### src/rtl/lane_par_squelch_pkg.sv
package lane_par_squelch_pkg;
    typedef enum logic {
        LINK_UP = 1'b0,
        SQUELCH = 1'b1
    } los_state_e;
endpackage

### src/rtl/lps_par_chk.sv
module lps_par_chk #(
    parameter int WORD_W = 16
) (
    input  logic              clk,
    input  logic              rst,
    input  logic [WORD_W-1:0] word,
    input  logic              par_bit,
    input  logic              even_sel,
    output logic              err
);
    logic odd_ones;
    logic err_d;

    always_comb begin
        odd_ones = ^{word, par_bit};
        // odd expected (sel 0): error when count even; even expected: error when count odd
        err_d    = even_sel ? odd_ones : ~odd_ones;
    end

    always_ff @(posedge clk) begin
        if (rst) err <= 1'b0;
        else     err <= err_d;
    end


    a_r1_r2_err_level: assert property (@(posedge clk) disable iff (rst)
        1'b1 |=> (err == ($past(even_sel) ? ($countones({$past(word), $past(par_bit)}) % 2 == 1)
                                           : ($countones({$past(word), $past(par_bit)}) % 2 == 0))));

    a_r9_err_reset: assert property (@(posedge clk) rst |=> !err);
endmodule

### src/rtl/lps_sd_sync.sv
module lps_sd_sync #(
    parameter int STAGES = 2
) (
    input  logic clk,
    input  logic rst,
    input  logic async_in,
    output logic sync_out
);
    logic [STAGES-1:0] chain;

    genvar g;
    generate
        for (g = 0; g < STAGES; g++) begin : g_stage
            if (g == 0) begin : g_first
                always_ff @(posedge clk) begin
                    if (rst) chain[0] <= 1'b0;
                    else     chain[0] <= async_in;
                end
            end else begin : g_rest
                always_ff @(posedge clk) begin
                    if (rst) chain[g] <= 1'b0;
                    else     chain[g] <= chain[g-1];
                end
            end
        end
    endgenerate

    assign sync_out = chain[STAGES-1];
endmodule

### src/rtl/lps_los_fsm.sv
module lps_los_fsm
    import lane_par_squelch_pkg::*;
(
    input  logic clk,
    input  logic rst,
    input  logic sd_sync,
    input  logic sd_pol,
    output logic squelch_en
);
    los_state_e state_q, state_d;
    logic       los;

    assign los = sd_sync ^ sd_pol;

    always_comb begin
        state_d = state_q;
        unique case (state_q)
            LINK_UP: if (los)  state_d = SQUELCH;
            SQUELCH: if (!los) state_d = LINK_UP;
            default:           state_d = LINK_UP;
        endcase
    end

    always_ff @(posedge clk) begin
        if (rst) state_q <= LINK_UP;
        else     state_q <= state_d;
    end

    always_comb begin
        unique case (state_q)
            SQUELCH: squelch_en = 1'b1;
            default: squelch_en = 1'b0;
        endcase
    end


    a_r6_enter_squelch: assert property (@(posedge clk) disable iff (rst)
        (state_q == LINK_UP && (sd_sync != sd_pol)) |=> state_q == SQUELCH);

    a_r7_leave_squelch: assert property (@(posedge clk) disable iff (rst)
        (state_q == SQUELCH && (sd_sync == sd_pol)) |=> state_q == LINK_UP);
endmodule

### src/rtl/lane_par_squelch.sv
module lane_par_squelch #(
    parameter int WORD_W    = 16,
    parameter int SD_STAGES = 2
) (
    input  logic              clk,
    input  logic              rst,
    input  logic [WORD_W-1:0] tx_word,
    input  logic              tx_par_in,
    input  logic              par_even_sel,
    output logic              par_err,
    input  logic [WORD_W-1:0] rx_word_in,
    input  logic              sd_in,
    input  logic              sd_pol,
    output logic [WORD_W-1:0] rx_word_out,
    output logic              rx_par_out
);
    logic sd_s;
    logic squelch_en;

    lps_par_chk #(.WORD_W(WORD_W)) par_chk_i (
        .clk(clk), .rst(rst), .word(tx_word), .par_bit(tx_par_in),
        .even_sel(par_even_sel), .err(par_err)
    );

    lps_sd_sync #(.STAGES(SD_STAGES)) sd_sync_i (
        .clk(clk), .rst(rst), .async_in(sd_in), .sync_out(sd_s)
    );

    lps_los_fsm los_fsm_i (
        .clk(clk), .rst(rst), .sd_sync(sd_s), .sd_pol(sd_pol),
        .squelch_en(squelch_en)
    );

    always_ff @(posedge clk) begin
        if (rst)             rx_word_out <= '0;
        else if (squelch_en) rx_word_out <= '0;
        else                 rx_word_out <= rx_word_in;
    end

    assign rx_par_out = ^rx_word_out;

    // squelch state yields zero output one edge later
    a_r6_zero_out: assert property (@(posedge clk) disable iff (rst)
        squelch_en |=> rx_word_out == '0);

    a_r4_pass_through: assert property (@(posedge clk) disable iff (rst)
        !squelch_en |=> rx_word_out == $past(rx_word_in));

    a_r8_par_zero: assert property (@(posedge clk) disable iff (rst)
        squelch_en |=> !rx_par_out);

    a_r9_out_reset: assert property (@(posedge clk) rst |=> rx_word_out == '0);
endmodule

### config.mk
export PLATFORM = sky130hd
export DESIGN_NAME = lane_par_squelch
export DESIGN_NICKNAME = d
export VERILOG_FILES = /design/src/rtl/lane_par_squelch_pkg.sv /design/src/rtl/lps_par_chk.sv /design/src/rtl/lps_sd_sync.sv /design/src/rtl/lps_los_fsm.sv /design/src/rtl/lane_par_squelch.sv
export SDC_FILE = /design/constraint.sdc
export NUM_CORES = 1
export LEC_CHECK = 0
export ABC_AREA = 1
export BUFFER_PORTS_ARGS = -buffer_cell sky130_fd_sc_hd__buf_2
export CAP_MARGIN = 15
export CORE_ASPECT_RATIO = 1.1
export CORE_MARGIN = 10
export CORE_UTILIZATION = 40
export CTS_BUF_LIST = sky130_fd_sc_hd__clkbuf_4
export DETAILED_ROUTE_END_ITERATION = 8
export HOLD_SLACK_MARGIN = 0.1
export MAX_ROUTING_LAYER = met4
export PLACE_DENSITY = 0.68
export SYNTH_ARGS = -nofsm -noshare
export SYNTH_HDL_FRONTEND = slang
export SYNTH_HIERARCHICAL = 1
export SYNTH_SLANG_ARGS = --single-unit
### constraint.sdc
create_clock -name clk -period 2.8 [get_ports clk]
set_input_delay 0.14 -clock clk [delete_from_list [all_inputs] [get_ports clk]]
set_output_delay 0.14 -clock clk [all_outputs]
set_load 0.02 [all_outputs]
==> metrics.log, run 1 <==
INFO  metric grt_usage = a little under an eighth
INFO  metric totalWireLength = 3.40 mm
INFO  metric vias = roughly 1,600
INFO  metric cts-htree-levels = 1
INFO  metric cts_inserted_buffers = 3
INFO  metric final.setup.tns = 0 ns
INFO  metric overflow = 0
INFO  metric critPathLaunchType = flop
INFO  metric dr.first_iter.drc_count = between 40 and 50
INFO  metric tritoncts = done
INFO  metric antenna_violations_before_repair = 0
INFO  metric syn_to_final_growth = 39.0%
INFO  metric mappedNetlistNets = 294
INFO  metric synthesis.instances = 256
INFO  metric fmaxAchievable = 632 MHz
INFO  metric max_ir_drop_vdd = roughly 0.00013 V
INFO  metric endpoint_kind = primary output
INFO  metric buffer_ports.inserted = 55
INFO  metric gpl.final_weighted_congestion = 0.801
INFO  metric outcome = completed
INFO  metric final_design_area_no_fill = 1940 um2
INFO  metric syn-cell-area = 1400 um2
INFO  metric ios = 56
INFO  metric setup_viol = 0
INFO  metric num_antenna_cells = 0
INFO  metric placement.cell_area = 1720 um2
INFO  metric rows = 22
INFO  metric layout_common_cells = sky130_fd_sc_hd__nand2_1, sky130_fd_sc_hd__buf_2, sky130_fd_sc_hd__inv_1
INFO  metric core_region_area = 3360 um2
INFO  metric post-route-period-util = a little under three fifths
INFO  metric max_slew.worst_pin.slew = 0.740 ns
INFO  metric synth_seq_area_share = 28.6%
INFO  metric worst-endpoint-required = 2.66 ns
INFO  metric p_leak = 0.00123 uW
INFO  metric syn-mean-instance-area = 5.46 um2
INFO  metric synth.distinct_cells = 15
INFO  metric grt_pass1_wl = 6.11 mm
INFO  metric die-area = ~6300 um2
INFO  metric worst_setup_hold_path_clk_slew = between 0.1 and 0.15 ns
INFO  metric dp_hpwl = 2.66 mm
INFO  metric insertion_delay = 0.30 ns
INFO  metric final.fill_count = 371
INFO  metric worst_ep_arrival = around 1.4 ns
INFO  metric via_per_inst = 4.08
INFO  metric start_util = 41.7%
INFO  metric drive_above_1_share = 27.0%
INFO  metric cp_max_fo = 4
INFO  metric clockBufferDepth = 2
INFO  metric maxSlewHeadroom = 50.7%
INFO  metric drt-pass1-iter-count = 4
INFO  metric die_x = roughly 76 um
INFO  metric hold_class = in -> reg
INFO  metric cts_sinks = 20
INFO  metric ys_seq_elements = 20
INFO  metric drcViolationCount = 0
INFO  metric postRouteAntennaNets = 0
INFO  metric cts-root-buf = sky130_fd_sc_hd__clkbuf_4
INFO  metric timing_worst_setup_path_type = reg -> out
INFO  metric grt_pass1_vias = 1,510
INFO  metric max-cap-violations = 0
INFO  metric yosys_warnings = 6
INFO  metric power_per_cell_area = 368 nW/um2
INFO  metric post_cts_resize_count = 0
INFO  metric chipHeight = between 80 and 90 um
INFO  metric largest_net_degree_at_the_start_of_global_routing = 17
INFO  metric final_period_minus_worst_setup_slack = 1.58 ns
INFO  metric rsz0062_at_grt = no
INFO  metric report.final.hold_viol_count = 0
INFO  metric finish.net_count = 372
INFO  metric skew = 0.0187 ns
INFO  metric report.final.slew_viol_count = 0
INFO  metric final_common_cell = sky130_fd_sc_hd__nand2_1
INFO  metric post_drt_wl_per_cell = 8.93 um
-- path summary, 6_finish.rpt --
kind | from | endpoint | slack [ns] | depth (start not counted)
worst max-delay path | rx_word_out[3] | rx_par_out | 1.22 | 9
worst min-delay path | par_even_sel | par_chk_i/err | 0.30 | 6
worst max register to register | los_fsm_i/state_q | rx_word_out[15] | 1.71 | 2
worst min register to register | sd_sync_i/chain[0] | sd_sync_i/sync_out | 0.42 | 2
-- what timing repair did --
item,CTS,global route
setup buffers,0,0
hold endpoints to repair,20,0
hold buffers,20,0
-- power breakdown --
| part | internal, uW | switching, uW | total (uW) |
|---|---|---|---|
| sequential | 302 | 12.7 | 315 |
| combinational | 113 | 152 | 265 |
| clock | 51.8 | 83.4 | 135 |
-- per-layer routing --
layer	part of all wire, %	wire length, um	track usage, %
met1	42	1420	11.8
met2	53	1810	22.8
met3	3.9	134	1.64
met4	1.1	36	4.46
met5	0	0	-
-- critical path: stages (launching register included) --
cell and delay [ns]:
sky130_fd_sc_hd__dfxtp_1 0.40, sky130_fd_sc_hd__nor2_1 0.07, sky130_fd_sc_hd__nor2_2 0.17, sky130_fd_sc_hd__nand2_1 0.08
sky130_fd_sc_hd__nand2_1 0.07, sky130_fd_sc_hd__nand2_1 0.05, sky130_fd_sc_hd__nand2_1 0.05, sky130_fd_sc_hd__nand2_1 0.05
sky130_fd_sc_hd__nand2_1 0.05, sky130_fd_sc_hd__buf_2 0.15
-- synthesized netlist by cell type --
cell	instances	area, um2
sky130_fd_sc_hd__nor2_2	13	81.3
sky130_fd_sc_hd__buf_2	1	5.00
sky130_fd_sc_hd__nand2_1	131	492
sky130_fd_sc_hd__nand3_2	2	20.0
sky130_fd_sc_hd__xor2_1	2	17.5
sky130_fd_sc_hd__inv_2	9	33.8
sky130_fd_sc_hd__or2_1	1	6.26
sky130_fd_sc_hd__dfxtp_1	20	400
sky130_fd_sc_hd__xnor2_1	3	26.3
sky130_fd_sc_hd__nor2_1	12	45.0
sky130_fd_sc_hd__inv_1	46	173
sky130_fd_sc_hd__nand2_2	8	50.1
sky130_fd_sc_hd__buf_6	1	11.3
sky130_fd_sc_hd__nand3_1	6	30.0
sky130_fd_sc_hd__nand3b_1	1	7.51
-- flip-flops by register name, indices dropped and copies added (netlist names) --
name / flops
los_fsm_i/state_q: 1
par_chk_i/err: 1
rx_word_out: 16
sd_sync_i/chain: 1
sd_sync_i/sync_out: 1
-- metrics by stage --
step | std cells | hold WS, ns | setup slack, ns | utilization, % | power, uW
2_1_floorplan | 256 | 0.207 | 1.54 | - | 495
3_5_place_dp | 357 | 0.356 | 1.56 | 51.2 | 567
6_report | 381 | 0.297 | 1.22 | 57.9 | 715
5_1_grt | 381 | 0.375 | 0.974 | 57.9 | 780
4_1_cts | 381 | 0.286 | 1.20 | 57.9 | 726
3_3_place_gp | 357 | 0.354 | 1.56 | 51.2 | 564
-- cell type report --
| class | count | area [um2] | share of cell area (%) |
|---|---|---|---|
| Sequential cell | 20 | 400 | 20.6 |
| Clock inverter | 1 | 3.75 | 0.193 |
| Multi-Input combinational cell | 179 | 776 | 39.9 |
| Clock buffer | 3 | 22.5 | 1.16 |
| Tap cell | 48 | 60.1 | 3.09 |
| Inverter | 55 | 206 | 10.6 |
| Timing Repair Buffer | 75 | 475 | 24.5 |
-- cells by family after synthesis --
group                     after synthesis  synth area share, %
xor gates and xnor gates                5                 3.13
buffers and inverters                  57                 15.9
DFF                                    20                 28.6
and+or+nand+nor                       174                 52.3
No activity file was read; power rests on OpenSTA's default activity.
==> run 2: changes to the inputs <==
- clock period: 2.8 -> 1.6 ns (I/O delays scaled with it)
==> run 2 against run 1 <==
Effect of this change:
- cell count is the same
- clock-buffer cell count unchanged
- largest power group unchanged
- register-to-register slack got worse by 1.3 ns
- die area unchanged
==> metrics.log, run 2 (synthesized netlist as in run 1, its figures left out) <==
INFO  metric cpPeakStageDelay = 0.39 ns (was 0.40 ns)
INFO  metric final_cells = 381 (unchanged)
INFO  metric ios = 56 (unchanged)
INFO  metric timing.hold.ws = 0.226 ns (was 0.297 ns)
INFO  metric tritoncts = done (unchanged)
INFO  metric timing.critical_path.max_delay_family = simple AND/OR/NAND/NOR gates (unchanged)
INFO  metric largest_net_degree_at_the_start_of_global_routing = 17 (unchanged)
INFO  metric die_x = 76.4 um (unchanged)
INFO  metric timing.critical_path.buf_inv = 3 (was 1)
INFO  metric worst_setup_hold_path_clk_slew = 0.12 ns (about the same)
INFO  metric maxSlewHeadroom = 48.4% (was 50.7%)
INFO  metric buffer_ports.inserted = 55 (unchanged)
INFO  metric report.final.slew_viol_count = 0 (unchanged)
INFO  metric endpoint_kind = primary output (unchanged)
INFO  metric report.final.hold_viol_count = 0 (unchanged)
INFO  metric clockBufferDepth = 2 (unchanged)
INFO  metric drive_above_1_share = 30.3% (was 27.0%)
INFO  metric cts_sinks = 20 (unchanged)
INFO  metric largest_register_ff_count = 16 (unchanged)
INFO  metric outcome = completed (unchanged)
INFO  metric rows = 22 (unchanged)
INFO  metric max_ir_drop_vdd = 0.000248 V (was 0.000128 V)
INFO  metric totalWireLength = 3.47 mm (was 3.40 mm)
INFO  metric fmaxAchievable = a little under 700 MHz
INFO  metric cts-htree-levels = 1 (unchanged)
INFO  metric grt_pass1_wl = 5.65 mm (was 6.11 mm)
INFO  metric worst_ep_arrival = 1.40 ns (was 1.44 ns)
INFO  metric insertion_delay = 0.30 ns (about the same)
INFO  metric antenna_violations_before_repair = 0 (unchanged)
INFO  metric drt-pass1-iter-count = 3 (was 4)
INFO  metric chipHeight = 82.0 um (unchanged)
INFO  metric timing_worst_setup_path_type = reg -> out (unchanged)
INFO  metric post_drt_wl_per_cell = 9.12 um (was 8.93 um)
INFO  metric hold_class = in -> reg (unchanged)
INFO  metric finish.net_count = 372 (unchanged)
INFO  metric max_slew.worst_pin.slew = 0.774 ns (was 0.740 ns)
INFO  metric max-cap-violations = 0 (unchanged)
INFO  metric via_per_inst = 4.11 (was 4.08)
INFO  metric layout_common_cells = sky130_fd_sc_hd__nand2_1, sky130_fd_sc_hd__buf_2, sky130_fd_sc_hd__inv_1 (unchanged)
INFO  metric postRouteAntennaNets = 0 (unchanged)
INFO  metric grt_usage = 11.0% (was 11.7%)
INFO  metric final.fill_count = 358 (was 371)
INFO  metric syn_to_final_growth = 41.3% (was 39.0%)
INFO  metric core_region_area = 3360 um2 (unchanged)
INFO  metric final_period_minus_worst_setup_slack = 1.48 ns
INFO  metric skew = 0.0127 ns (was 0.0187 ns)
INFO  metric dr.first_iter.drc_count = 31 (was 42)
INFO  metric critPathLaunchType = flop (unchanged)
INFO  metric vias = 1,565 (was 1,553)
INFO  metric start_util = 41.7% (unchanged)
INFO  metric final_common_cell = sky130_fd_sc_hd__nand2_1 (unchanged)
INFO  metric cp_max_fo = 4 (unchanged)
INFO  metric overflow = 0 (unchanged)
INFO  metric crit_path_top_delay_cell = sky130_fd_sc_hd__dfxtp_1 (unchanged)
INFO  metric setup_viol = 0 (unchanged)
INFO  metric worst-endpoint-required = 1.52 ns (was 2.66 ns)
INFO  metric most_prevalent_standard_cell_on_the_critical_path = sky130_fd_sc_hd__nand2_1 (unchanged)
INFO  metric crit_path_cell_trace = inv_1 > nand2_1 > nand2_1 > nand2_1 > nand2_2 > inv_2 > nand2_1 > nand2_1 > nand2_1 > nand2_2 > buf_6 (was nor2_1 > nor2_2 > nand2_1 > nand2_1 > nand2_1 > nand2_1 > nand2_1 > nand2_1 > buf_2)
INFO  metric num_antenna_cells = 0 (unchanged)
INFO  metric p_leak = 0.00124 uW (was 0.00123 uW)
INFO  metric power_per_cell_area = 649 nW/um2 (was 368 nW/um2)
INFO  metric cts_inserted_buffers = 3 (unchanged)
INFO  metric post-place-cells = 357 (unchanged)
INFO  metric cts-root-buf = sky130_fd_sc_hd__clkbuf_4 (unchanged)
INFO  metric gpl.final_weighted_congestion = 0.799 (was 0.801)
INFO  metric drcViolationCount = 0 (unchanged)
INFO  metric post-route-period-util = between 90 and 100%
INFO  metric die-area = 6270 um2 (unchanged)
INFO  metric grt_pass1_vias = 1,394 (was 1,510)
INFO  metric top_register = rx_word_out (unchanged)
INFO  metric dp_hpwl = 2.69 mm (was 2.66 mm)
-- run 2: cell counts in the layout (fill, tap and decap cells not counted) --
Identical to the previous run, type by type.
-- run 2: timing repair --
item	CTS	global route
gates resized for setup	0	14
hold endpoints to repair	20	0
hold buffers	20	0
buffers inserted	0	0
setup endpoints to repair	0	1
-- run 2: path summary, 6_finish.rpt --
kind / from / endpoint / slack [ns] / cells after the start
setup / recovery: rx_word_out[5] / rx_par_out / 0.12 / 11
hold / removal: par_even_sel / par_chk_i/err / 0.23 / 6
setup reg to reg: los_fsm_i/state_q / rx_word_out[15] / 0.46 / 2
hold reg to reg: sd_sync_i/chain[0] / sd_sync_i/sync_out / 0.42 / 2
-- run 2: area by class of cell --
type,count,area (um2),share of cell area [%]
inverters,55,206,10.4
well taps,48,60.1,3.04
clock buffers,3,22.5,1.14
multi-input cells,179,793,40.1
repair buffers,75,482,24.4
flip-flops and latches,20,409,20.7
clock inverters,1,3.75,0.190
-- run 2: per-stage QoR --
stage / setup slack [ns] / util, % / total power, uW / instance area, um2 / setup TNS, ns
floorplan: 0.403 / - / 866 / 1400 / 0
global placement: 0.406 / 51.2 / 987 / 1720 / 0
detailed placement: 0.417 / 51.2 / 994 / 1720 / 0
CTS: 0.0664 / 57.9 / 1270 / 1940 / 0
global route: -0.0184 / 58.9 / 1380 / 1980 / -0.0184
finish: 0.124 / 58.9 / 1280 / 1980 / 0
-- run 2: power by group --
part	internal (uW)	switching [uW]	total [uW]
clock network	90.9	152	242
logic	211	275	486
registers	531	23.0	554
total	833	449	1280
-- run 2: worst reg2reg max path: stages, from the launching register on --
cell and delay [ns]:
sky130_fd_sc_hd__dfxtp_1 0.33, sky130_fd_sc_hd__or2_1 0.60, sky130_fd_sc_hd__nor2_1 0.08
-- run 2: metal layers --
| layer | vias to the layer above | wire, um | global-route usage, % |
|---|---|---|---|
| met5 | - | 0 | - |
| met4 | 0 | 26 | 5.02 |
| met3 | 2 | 115 | 1.31 |
| met2 | 33 | 1880 | 21.9 |
| met1 | 648 | 1450 | 10.6 |
| li1 | 882 | - | - |
==> run 3: changes to the inputs <==
- SETUP_SLACK_MARGIN: unset -> 0.3
==> run 3 against run 2 <==
Effect of this change:
- global-route usage rose by 0.29 points
- sequential share of layout area grew 0.40 points
- first-iteration DRC count shrank 29%
- cell count unchanged
- combinational power about the same
- non-clock buffer count stayed put
- worst setup slack improved by 0.026 ns
- fmax up 1.8%
==> metrics.log, run 3 (synthesized netlist as in run 1, its figures left out) <==
INFO  metric outcome = completed (unchanged)
INFO  metric post_drt_wl_per_cell = 9.12 um (about the same)
INFO  metric cts_setup_buffers = 0 (unchanged)
INFO  metric insertion_delay = 0.30 ns (about the same)
INFO  metric chipHeight = 82.0 um (unchanged)
INFO  metric dr.first_iter.drc_count = 22 (was 31)
INFO  metric most_prevalent_standard_cell_on_the_critical_path = sky130_fd_sc_hd__nand2_1 (unchanged)
INFO  metric postRouteAntennaNets = 0 (unchanged)
INFO  metric skew = 0.0100 ns (was 0.0127 ns)
INFO  metric grt_usage = 11.3% (was 11.0%)
INFO  metric cp_max_fo = 4 (unchanged)
INFO  metric place_worst_setup_slack = 0.417 ns (unchanged)
INFO  metric cts-htree-levels = 1 (unchanged)
INFO  metric hold_class = in -> reg (unchanged)
INFO  metric grt_pass1_vias = 1,426 (was 1,394)
INFO  metric p_leak = 0.00125 uW (was 0.00124 uW)
INFO  metric final_period_minus_worst_setup_slack = 1.45 ns (was 1.48 ns)
INFO  metric critPathLaunchType = flop (unchanged)
INFO  metric start_util = 41.7% (unchanged)
INFO  metric via_per_inst = 4.10 (was 4.11)
INFO  metric post-route-period-util = 90.6% (was 92.2%)
INFO  metric max-cap-violations = 0 (unchanged)
INFO  metric maxSlewHeadroom = 72.1% (was 48.4%)
INFO  metric crit_path_top_delay_cell = sky130_fd_sc_hd__dfxtp_4 (was sky130_fd_sc_hd__dfxtp_1)
INFO  metric endpoint_kind = primary output (unchanged)
INFO  metric overflow = 0 (unchanged)
INFO  metric die_x = 76.4 um (unchanged)
INFO  metric vias = 1,561 (was 1,565)
INFO  metric buffer_ports.inserted = 55 (unchanged)
INFO  metric num_antenna_cells = 0 (unchanged)
INFO  metric totalWireLength = 3.48 mm (was 3.47 mm)
INFO  metric drt-pass1-iter-count = 3 (unchanged)
INFO  metric gpl.final_weighted_congestion = 0.799 (unchanged)
INFO  metric power_per_cell_area = 638 nW/um2 (was 649 nW/um2)
INFO  metric ios = 56 (unchanged)
INFO  metric timing_worst_setup_path_type = reg -> out (unchanged)
INFO  metric report.final.slew_viol_count = 0 (unchanged)
INFO  metric setup_viol = 0 (unchanged)
INFO  metric final_common_cell = sky130_fd_sc_hd__nand2_1 (unchanged)
INFO  metric syn_to_final_growth = 44.2% (was 41.3%)
INFO  metric rsz0062_at_grt = yes
INFO  metric setup_slack = 0.150 ns (was 0.124 ns)
INFO  metric worst_setup_hold_path_clk_slew = 0.11 ns (was 0.12 ns)
INFO  metric top_register = rx_word_out (unchanged)
INFO  metric drcViolationCount = 0 (unchanged)
INFO  metric cpPeakStageDelay = 0.39 ns (about the same)
INFO  metric dp_hpwl = 2.69 mm (unchanged)
INFO  metric antenna_violations_before_repair = 0 (unchanged)
INFO  metric finish.net_count = 372 (unchanged)
INFO  metric rows = 22 (unchanged)
INFO  metric report.final.hold_viol_count = 0 (unchanged)
INFO  metric drive_above_1_share = 34.5% (was 30.3%)
INFO  metric post-place-cells = 357 (unchanged)
INFO  metric worst-endpoint-required = 1.52 ns (about the same)
INFO  metric largest_register_ff_count = 16 (unchanged)
INFO  metric cts_inserted_buffers = 3 (unchanged)
INFO  metric cts_sinks = 20 (unchanged)
INFO  metric crit_path_cell_trace = nand2_2 > inv_2 > nor2_4 > nand2_1 > nand2_1 > nand2_1 > nand2_1 > nand2_1 > nand2_1 > buf_6 (was inv_1 > nand2_1 > nand2_1 > nand2_1 > nand2_2 > inv_2 > nand2_1 > nand2_1 > nand2_1 > nand2_2 > buf_6)
INFO  metric max_ir_drop_vdd = 0.000251 V (was 0.000248 V)
INFO  metric tritoncts = done (unchanged)
INFO  metric largest_net_degree_at_the_start_of_global_routing = 17 (unchanged)
INFO  metric worst_ep_arrival = 1.37 ns (was 1.40 ns)
INFO  metric final_cells = 381 (unchanged)
INFO  metric grt_pass1_wl = 5.79 mm (was 5.65 mm)
INFO  metric die-area = 6270 um2 (unchanged)
INFO  metric final.setup.tns = 0 ns (unchanged)
INFO  metric cts-root-buf = sky130_fd_sc_hd__clkbuf_4 (unchanged)
INFO  metric fmaxAchievable = 690 MHz (was 678 MHz)
INFO  metric clockBufferDepth = 2 (unchanged)
INFO  metric core_region_area = 3360 um2 (unchanged)
INFO  metric layout_common_cells = sky130_fd_sc_hd__nand2_1, sky130_fd_sc_hd__buf_2, sky130_fd_sc_hd__inv_1 (unchanged)
INFO  metric max_slew.worst_pin.slew = 0.419 ns (was 0.774 ns)
[run 3: cell count changes in the layout (fill, tap and decap cells not counted), moves of 2 or more]
cell,change
sky130_fd_sc_hd__dfxtp_4,+2
sky130_fd_sc_hd__nand2_1,-2
sky130_fd_sc_hd__dfxtp_1,-9
sky130_fd_sc_hd__dfxtp_2,+7
[run 3: metal layers]
layer,global-route usage [%],vias up,part of all wire (%)
met2,22.8,33,55
met3,1.31,2,3.5
met1,10.7,645,41
met4,5.02,0,0.75
met5,-,-,0
li1,-,881,-
[run 3: cell type report]
class                   instances  area, um2
fillers                       345       1340
multi-input cells             179        817
repair buffers                 75        482
flip-flops and latches         20        425
inverters                      55        206
well taps                      48       60.1
clock buffers                   3       22.5
clock inverters                 1       3.75
[run 3: final timing paths]
kind	slack [ns]	endpoint	start	cells after the start
max	0.15	rx_par_out	rx_word_out[3]	10
min	0.23	par_chk_i/err	par_even_sel	6
max reg2reg	0.62	rx_word_out[15]	los_fsm_i/state_q	2
min reg2reg	0.42	sd_sync_i/sync_out	sd_sync_i/chain[0]	2
[run 3: where the power goes]
group | switching [uW] | internal [uW]
Combinational | 273 | 216
Sequential | 26.1 | 532
Clock | 149 | 90.8
Total | 448 | 839
[run 3: repair_timing]
action | 4_1_cts | 5_1_grt
hold buffers | 20 | 0
endpoints found under the setup margin | 1 | 17
hold endpoints to repair | 20 | 0
pin swaps | 4 | 9
gates cloned | 0 | 0
resized for setup | 29 | 3
[run 3: metrics by stage]
stage | total power, uW | hold WS [ns] | area, um2 | util, %
6_report | 1290 | 0.227 | 2020 | 60.1
5_1_grt | 1380 | 0.296 | 2020 | 60.1
4_1_cts | 1300 | 0.222 | 2010 | 59.9
3_5_place_dp | 994 | 0.299 | 1720 | 51.2
3_3_place_gp | 987 | 0.298 | 1720 | 51.2
2_1_floorplan | 866 | 0.147 | 1400 | -
[run 3: worst max-delay path, delay by kind of cell, from the launching register on]
family	cells	cell delay [ns]
flip-flops	1	0.39
buffers and inverters	2	0.15
AND/OR/NAND/NOR	8	0.51
